## src/rtl/mover_pkg.sv

```systemverilog
package mover_pkg;
  // Source port addresses (buffer index = address - 1)
  localparam int SRC_ACC0 = 1;
  localparam int SRC_ACC1 = 2;
  localparam int SRC_ADD  = 3;
  localparam int SRC_SUB  = 4;
  localparam int SRC_AND  = 5;
  localparam int SRC_OR   = 6;
  localparam int SRC_XOR  = 7;
  localparam int SRC_IMM  = 8;
  localparam int NSRC     = 8;
  // Destination port addresses
  localparam int DST_ACC0 = 1;
  localparam int DST_ACC1 = 2;
  localparam int DST_JMP  = 3;
  localparam int DST_JZ   = 4;
  localparam int DST_OUT  = 5;
endpackage

```

## src/rtl/mover_rstsync.sv

```systemverilog
module mover_rstsync (
  input  logic clk,
  input  logic rst_n,
  output logic rst_q
);
  logic [1:0] sync_q;

  always_ff @(posedge clk or negedge rst_n) begin
    if (!rst_n) sync_q <= '0;
    else        sync_q <= {sync_q[0], 1'b1};
  end

  assign rst_q = sync_q[1];
endmodule

```

## src/rtl/mover_srcdec.sv

```systemverilog
module mover_srcdec #(
  parameter int AW   = 8,
  parameter int NSRC = 8
) (
  input  logic [AW-1:0]   src,
  output logic [NSRC-1:0] src_en
);
  for (genvar g = 0; g < NSRC; g++) begin : g_dec
    assign src_en[g] = (src == AW'(g + 1));
  end
endmodule

```

## src/rtl/mover_units.sv

```systemverilog
module mover_units #(
  parameter int DW   = 8,
  parameter int NSRC = 8
) (
  input  logic [DW-1:0]            acc0,
  input  logic [DW-1:0]            acc1,
  input  logic [DW-1:0]            imm,
  output logic [NSRC-1:0][DW-1:0]  val
);
  import mover_pkg::*;

  always_comb begin
    val                = '0;
    val[SRC_ACC0 - 1]  = acc0;
    val[SRC_ACC1 - 1]  = acc1;
    val[SRC_ADD - 1]   = acc0 + acc1;
    val[SRC_SUB - 1]   = acc0 - acc1;
    val[SRC_AND - 1]   = acc0 & acc1;
    val[SRC_OR - 1]    = acc0 | acc1;
    val[SRC_XOR - 1]   = acc0 ^ acc1;
    val[SRC_IMM - 1]   = imm;
  end
endmodule

```

## src/rtl/mover_bus.sv

```systemverilog
module mover_bus #(
  parameter int DW   = 8,
  parameter int NSRC = 8
) (
  input  logic [NSRC-1:0]          src_en,
  input  logic [NSRC-1:0][DW-1:0]  val,
  output logic [DW-1:0]            bus
);
  logic [NSRC:0][DW-1:0] chain;

  assign chain[0] = '0;
  for (genvar g = 0; g < NSRC; g++) begin : g_buf
    assign chain[g+1] = chain[g] | (val[g] & {DW{src_en[g]}});
  end

  assign bus = chain[NSRC];
endmodule

```

## src/rtl/mover_seq.sv

```systemverilog
module mover_seq #(
  parameter int DW = 8,
  parameter int AW = 8
) (
  input  logic          clk,
  input  logic          rst_q,
  input  logic [AW-1:0] dst,
  input  logic          src_is_imm,
  input  logic          acc0_zero,
  input  logic [DW-1:0] bus,
  output logic [DW-1:0] pc,
  output logic [DW-1:0] pc_inc
);
  import mover_pkg::*;

  logic [DW-1:0] pc_d;
  logic          take;

  assign pc_inc = pc + DW'(1);

  always_comb begin
    take = (dst == AW'(DST_JMP)) || ((dst == AW'(DST_JZ)) && acc0_zero);
    if (take)            pc_d = bus;
    else if (src_is_imm) pc_d = pc + DW'(2);
    else                 pc_d = pc_inc;
  end

  always_ff @(posedge clk or negedge rst_q) begin
    if (!rst_q) pc <= '0;
    else        pc <= pc_d;
  end
endmodule

```

## src/rtl/mover_core.sv

```systemverilog
module mover_core #(
  parameter int DW = 8,
  parameter int AW = 8
) (
  input  logic            clk,
  input  logic            rst_n,
  input  logic [2*AW-1:0] instr_i,
  input  logic [DW-1:0]   imm_word_i,
  output logic [DW-1:0]   pc_o,
  output logic [DW-1:0]   imm_addr_o,
  output logic [DW-1:0]   acc0_o,
  output logic [DW-1:0]   acc1_o,
  output logic [DW-1:0]   out_o
);
  import mover_pkg::*;

  logic                    rst_q;
  logic [AW-1:0]           src, dst;
  logic [NSRC-1:0]         src_en;
  logic [NSRC-1:0][DW-1:0] val;
  logic [DW-1:0]           bus;
  logic [DW-1:0]           acc0, acc1, out_q;
  logic [DW-1:0]           acc0_d, acc1_d, out_d;
  logic                    acc0_en, acc1_en, out_en;

  assign src = instr_i[2*AW-1:AW];
  assign dst = instr_i[AW-1:0];

  mover_rstsync u_rst (.clk(clk), .rst_n(rst_n), .rst_q(rst_q));

  mover_srcdec #(.AW(AW), .NSRC(NSRC)) u_dec (.src(src), .src_en(src_en));

  mover_units #(.DW(DW), .NSRC(NSRC)) u_units (
    .acc0(acc0), .acc1(acc1), .imm(imm_word_i), .val(val)
  );

  mover_bus #(.DW(DW), .NSRC(NSRC)) u_bus (.src_en(src_en), .val(val), .bus(bus));

  mover_seq #(.DW(DW), .AW(AW)) u_seq (
    .clk(clk), .rst_q(rst_q), .dst(dst),
    .src_is_imm(src_en[SRC_IMM - 1]), .acc0_zero(acc0 == '0),
    .bus(bus), .pc(pc_o), .pc_inc(imm_addr_o)
  );

  always_comb begin
    acc0_en = (dst == AW'(DST_ACC0));
    acc1_en = (dst == AW'(DST_ACC1));
    out_en  = (dst == AW'(DST_OUT));
    acc0_d  = bus;
    acc1_d  = bus;
    out_d   = bus;
  end

  always_ff @(posedge clk or negedge rst_q) begin
    if (!rst_q) begin
      acc0  <= '0;
      acc1  <= '0;
      out_q <= '0;
    end else begin
      if (acc0_en) acc0  <= acc0_d;
      if (acc1_en) acc1  <= acc1_d;
      if (out_en)  out_q <= out_d;
    end
  end

  assign acc0_o = acc0;
  assign acc1_o = acc1;
  assign out_o  = out_q;
endmodule

```

## config.mk

```make
export PLATFORM = sky130hd
export DESIGN_NAME = mover_core
export DESIGN_NICKNAME = d
export VERILOG_FILES = /design/src/rtl/mover_pkg.sv /design/src/rtl/mover_rstsync.sv /design/src/rtl/mover_srcdec.sv /design/src/rtl/mover_units.sv /design/src/rtl/mover_bus.sv /design/src/rtl/mover_seq.sv /design/src/rtl/mover_core.sv
export SDC_FILE = /design/constraint.sdc
export NUM_CORES = 1
export LEC_CHECK = 0
export BUFFER_PORTS_ARGS = -buffer_cell sky130_fd_sc_hd__buf_2
export CORE_UTILIZATION = 59
export CTS_CLUSTER_SIZE = 8
export DETAILED_ROUTE_END_ITERATION = 10
export GPL_TIMING_DRIVEN = 1
export PLACE_DENSITY = 0.87
export REMOVE_ABC_BUFFERS = 1
export SYNTH_ARGS = -nofsm -noshare
export SYNTH_HDL_FRONTEND = slang
export SYNTH_SLANG_ARGS = --single-unit
```

## constraint.sdc

```tcl
create_clock -name clk -period 3.6 [get_ports clk]
set_input_delay 0.72 -clock clk [delete_from_list [all_inputs] [get_ports clk]]
set_output_delay 0.72 -clock clk [all_outputs]
set_load 0.05 [all_outputs]
```

=== Word-level counts from Yosys, hierarchy flattened ===
Index checks and enable logic that the tools add are counted.

* Flip-flop bits (word level): 34
* Output and inout port bits: 40

* $add $sub $neg: 4
* Equal/unequal tests: 13
* Muxes and demuxes: 2
* Bitwise logic cells: 18
* Reduce and logical (&&, ||, !) cells: 3

{| class="wikitable"
|+ Operators with widths
! cell !! count
|-
| bitwise AND 8 bit || 9
|-
| bitwise OR 8 bit || 8
|-
| equality test 8 x 3 -> 1 bit (second input constant) || 6
|-
| equality test 8 x 2 -> 1 bit (second input constant) || 4
|-
| equality test 8 x 1 -> 1 bit (second input constant) || 2
|-
| 2-to-1 mux 8 bit || 2
|-
| adder 8 x 1 -> 8 bit (second input constant) || 1
|-
| adder 8 x 2 -> 8 bit (second input constant) || 1
|-
| adder 8 bit || 1
|-
| equality test 8 x 4 -> 1 bit (second input constant) || 1
|-
| zero test 8 bit || 1
|-
| subtractor 8 bit || 1
|-
| XOR 8 bit || 1
|-
| logical AND 1 bit || 1
|-
| logical OR 1 bit || 1
|}

=== Logic depth before layout (Yosys ltp) ===
* Word-level depth: 10
* Gate-level depth with buffers: 9

=== Cells and area by module ===
Synthesis repeated with hierarchy kept, for this count alone.

* Cell total of the unflattened synthesis: 326
* Area total of the unflattened synthesis: 3059.2 µm²

{| class="wikitable"
|+ By module, submodules not included
! module !! times used !! cells an instance !! area an instance (µm²)
|-
| mover_units || 1 || 143 || 1006.0
|-
| mover_core || 1 || 58 || 970.9
|-
| mover_seq || 1 || 59 || 610.6
|-
| mover_bus || 1 || 48 || 320.3
|-
| mover_srcdec || 1 || 15 || 97.6
|-
| mover_rstsync || 1 || 3 || 53.8
|}

=== Worst setup path before layout ===
Ideal clock, no wire load.

* Path kind: register to output
* From: register u_seq.pc[3]
* To: output imm_addr_o[7]
* Arrival time: 2106 ps
* Required time: 2880 ps
* Slack: 774 ps
* Cell stages (with the launch flop): 6
* Buffers on the path: 1
* Cell sequence: dfrtp_1 -> clkbuf_1 -> and3_1 -> nand2_1 -> nor2_1 -> xor2_1

* Longest elaborated chain between the ends: 1

{| class="wikitable"
|+ RTL lines
! what !! RTL line !! text
|-
| start, declared || mover_seq.sv:11 || <nowiki>output logic [DW-1:0] pc,</nowiki>
|-
| start signal, assigned || mover_seq.sv:30 || <nowiki>else pc <= pc_d;</nowiki>
|-
| adder 8 x 1 -> 8 bit || mover_seq.sv:19 || <nowiki>assign pc_inc = pc + DW'(1);</nowiki>
|-
| end, declared || mover_core.sv:10 || <nowiki>output logic [DW-1:0] imm_addr_o,</nowiki>
|}

Every way passes these cells.

=== Final worst setup path ===
* From: register acc1[0], in the netlist acc1_o[0]
* To: register out_q[4], in the netlist out_o[4]

* Longest elaborated chain between the ends: 8
* Elaborated cells between the ends (all ways): 10

{| class="wikitable"
|+ RTL lines
! what !! RTL line !! text
|-
| start, declared || mover_core.sv:22 || <nowiki>logic [DW-1:0] acc0, acc1, out_q;</nowiki>
|-
| start signal, assigned || mover_core.sv:57 || <nowiki>acc1 <= '0;</nowiki>
|-
| start signal, assigned || mover_core.sv:61 || <nowiki>if (acc1_en) acc1 <= acc1_d;</nowiki>
|-
| adder 8 bit || mover_units.sv:16 || <nowiki>val[SRC_ADD - 1] = acc0 + acc1;</nowiki>
|-
| bitwise AND 8 bit || mover_bus.sv:13 || <nowiki>assign chain[g+1] = chain[g] | (val[g] & {DW{src_en[g]}});</nowiki>
|-
| bitwise OR 8 bit || mover_bus.sv:13 ||
|-
| bitwise OR 8 bit (*) (5 in series) || mover_bus.sv:13 ||
|-
| end signal, assigned || mover_core.sv:62 || <nowiki>if (out_en) out_q <= out_d;</nowiki>
|-
| end, declared || mover_core.sv:22 ||
|}

Every way passes the cells marked *; elsewhere a longest branch is shown, timed or not.
A chain may end at the register's enable or synchronous reset.

==> results.sh <==
export IMPL_startpoint_type="flop"
export IMPL_core_area_sq_um=4755
export IMPL_dp_hpwl_um=6428
export IMPL_async_flop_share=1.000
export IMPL_synth_distinct_cells=61
export IMPL_clkTransAtPathRegs_ns=0.07
export IMPL_seq_area_sq_um=850.8
export IMPL_grt_max_degree=27
export IMPL_avgSynthCellArea_sq_um=8.799
export IMPL_multi_input_area_sq_um=1928
export IMPL_drt_initial_drc_count=292
export IMPL_cts_tree="built"
export IMPL_outcome="complete, no violations"
export IMPL_crit_chain="ha_1 > inv_1 > fa_1 > nand2b_1 > a21oi_1 > o31ai_1 > a211oi_1 > o21ai_0"
export IMPL_num_fill_cells=379
export IMPL_min_path_type="primary input to async pin"
export IMPL_period_minus_slack_ns=2.737
export IMPL_syn_area_sq_um=2948
export IMPL_synth_top_area_share=0.2886
export IMPL_required_ns=3.75
export IMPL_p_leak_nw=1.595
export IMPL_slowest_stage="a211oi_1"
export IMPL_critPathMaxFanout=6
export IMPL_critPathBufInv=1
export IMPL_firstDrtPassIters=5
export IMPL_area_delta_synth_final_pct=17.40
export IMPL_crit_type="flop to flop"
export IMPL_period_share=0.7603
export IMPL_synth_area_leader_cell="dfrtp_1"
export IMPL_max_freq_ghz=0.3653
export IMPL_grt_pass1_wl_um=13660
export IMPL_irDropWorstVdd_v=0.0004632
export IMPL_slowest_delay_ns=0.57
export IMPL_track_usage=0.3435
export IMPL_portBuffers=65
export IMPL_yosys_top_cells_area="dfrtp_1 29%, ha_1 12%, mux2_2 7.3%, nor2_1 3.8%, xnor2_1 3.3%"
export IMPL_cp_end_kind="flop"
export IMPL_ctsResizeCount=0
export IMPL_power_mw=1.885
export IMPL_row_count=25
export IMPL_antenna_found_initial=0
export IMPL_max_slew_margin=0.4131
export IMPL_gp_congestion=0.9803
export IMPL_ys_ff_latch=34
export IMPL_ys_warn_count=0
export IMPL_worstPathArrival_ns=2.88
export IMPL_cts_made_buffers=5
export IMPL_htree_levels=2
export IMPL_finalSetupViolCount=0
export IMPL_cap_violations=0
export IMPL_die_y_um=72.69
export IMPL_hold_viol=0
export IMPL_grt_pass1_vias=2751
export IMPL_ioPinCount=66
export IMPL_post_cts_buffers=0
export IMPL_synth_most_common_cell="dfrtp_1"
export IMPL_synth_edff_count=0
export IMPL_drive_gt1_frac=0.2695
export IMPL_fin_setup_tns_ns=0
export IMPL_netlist_top_cells_count="34 x dfrtp_1, 30 x nor2_1, 28 x ha_1"
export IMPL_rsz0062_at_grt="false"
export IMPL_wl_um=8706
export IMPL_diodes=0
export IMPL_synth_ff_type="dfrtp_1"
export IMPL_cts_root_buf="clkbuf_8"
export IMPL_clockBufferDepth=2
export IMPL_start_util=0.6200
export IMPL_vias_per_cell=6.427
export IMPL_pwr_density_cell_nw_per_um2=544.6
export IMPL_clkLatencyLatePin_ns=0.29
export IMPL_die_area_sq_um=5283
export IMPL_grt_overflow_total=0
export IMPL_worst_slew_pin_slew_ns=0.8771
export IMPL_synth_cells=335
export IMPL_yosysSeqAreaShare=0.2886
export IMPL_hold_buffers=0
export IMPL_drv_slew=0
export IMPL_wl_per_cell_um=18.76
export IMPL_final_nets=452
export IMPL_path_delay_family="compound AO/OA/AOI/OAI gates"
export IMPL_postRouteAntennaNets=0
export IMPL_fp_dieW_um=72.69
export IMPL_holdWs_ns=0.2006
export IMPL_vias=2982
export IMPL_drc=0
export IMPL_clock_sinks=34
export IMPL_finClkSkew_ns=0.004079
routing by layer:
| layer | track usage | vias to the layer above | part of all wire |
|---|---|---|---|
| met5 | 0 | - | 0 |
| met4 | 0.1678 | 0 | 0.033 |
| met3 | 0.07597 | 29 | 0.088 |
| met2 | 0.5161 | 172 | 0.47 |
| met1 | 0.4687 | 1441 | 0.41 |
| li1 | - | 1340 | - |
cell type report:
class / count / area share
Multi-Input combinational cell: 261 / 0.5571
Tap cell: 67 / 0.02422
Inverter: 22 / 0.02386
Clock inverter: 3 / 0.01988
Timing Repair Buffer: 72 / 0.1092
Clock buffer: 5 / 0.01988
Sequential cell: 34 / 0.2458
registers in the layout, summed over array words and instances (netlist names):
signal,flops
acc0_o,8
acc1_o,8
out_o,8
u_seq.pc,8
u_rst.sync_q,2
layout by cell type, fill, tap and decap left out, types with 3 or more instances in the layout:
master	netlist	layout
o21bai_1	3	3
o211ai_1	4	4
xor2_1	6	6
a211oi_1	6	6
and3_1	4	4
nand4_1	3	3
nor3b_1	3	3
buf_2	5	65
ha_1	28	28
inv_1	22	22
o31ai_1	4	4
o22ai_1	3	3
nor2_1	30	30
mux2_2	19	19
nand2_1	22	22
nor2b_1	7	7
a32oi_1	6	6
buf_4	1	7
a22oi_1	7	7
o2bb2ai_1	3	3
nor3_1	9	9
xnor2_1	11	11
nand3_1	6	6
a31oi_1	6	6
dfrtp_1	34	34
clkbuf_8	0	5
a21oi_1	18	18
a21o_1	3	3
o21ai_0	11	11
nor4_1	3	3
nand2b_1	3	3
power by group:
part / switching, mW / leakage [nW] / internal (mW)
Combinational: 0.660 / 1.08 / 0.266
Sequential: 0.0997 / 0.449 / 0.436
Clock: 0.145 / 0.0683 / 0.277
Total: 0.904 / 1.59 / 0.980
path summary, 6_finish.rpt:
path,start,to,slack (ns),cells past startpoint
max in group asynchronous,u_rst.sync_q[1],acc1_o[6],2.59,1
setup reg to reg,acc1_o[0],out_o[4],0.86,8
min in group clk,u_rst.sync_q[0],u_rst.sync_q[1],0.36,0
hold reg to reg,u_rst.sync_q[1],acc1_o[3],0.33,0
setup / recovery,acc1_o[0],out_o[4],0.86,8
hold / removal,rst_n,u_rst.sync_q[0],0.20,1
stage by stage:
step / instances / cell area (sq um) / util / setup WS (ns)
after floorplan: 317 / 2861 / - / 0.8431
after global placement: 456 / 3323 / 0.6989 / 0.9317
after detailed placement: 456 / 3323 / 0.6989 / 0.9178
after CTS: 464 / 3461 / 0.7279 / 0.9280
after global routing: 464 / 3461 / 0.7279 / 0.6972
final: 464 / 3461 / 0.7279 / 0.8628
cells by family (layout without fill, tap and decap cells):
group / Yosys count / in the layout / synth area share
AO/OA/AOI/OAI: 91 / 91 / 0.2156
XOR/XNOR: 17 / 17 / 0.05051
adder cells (fa/ha/maj): 30 / 30 / 0.1324
buffers and inverters: 40 / 102 / 0.05730
flip-flops: 34 / 34 / 0.2886
multiplexers: 21 / 21 / 0.07937
other: 1 / 1 / 0.001272
AND/OR/NAND/NOR: 101 / 101 / 0.1749
Power figures use the tool's default switching activity.
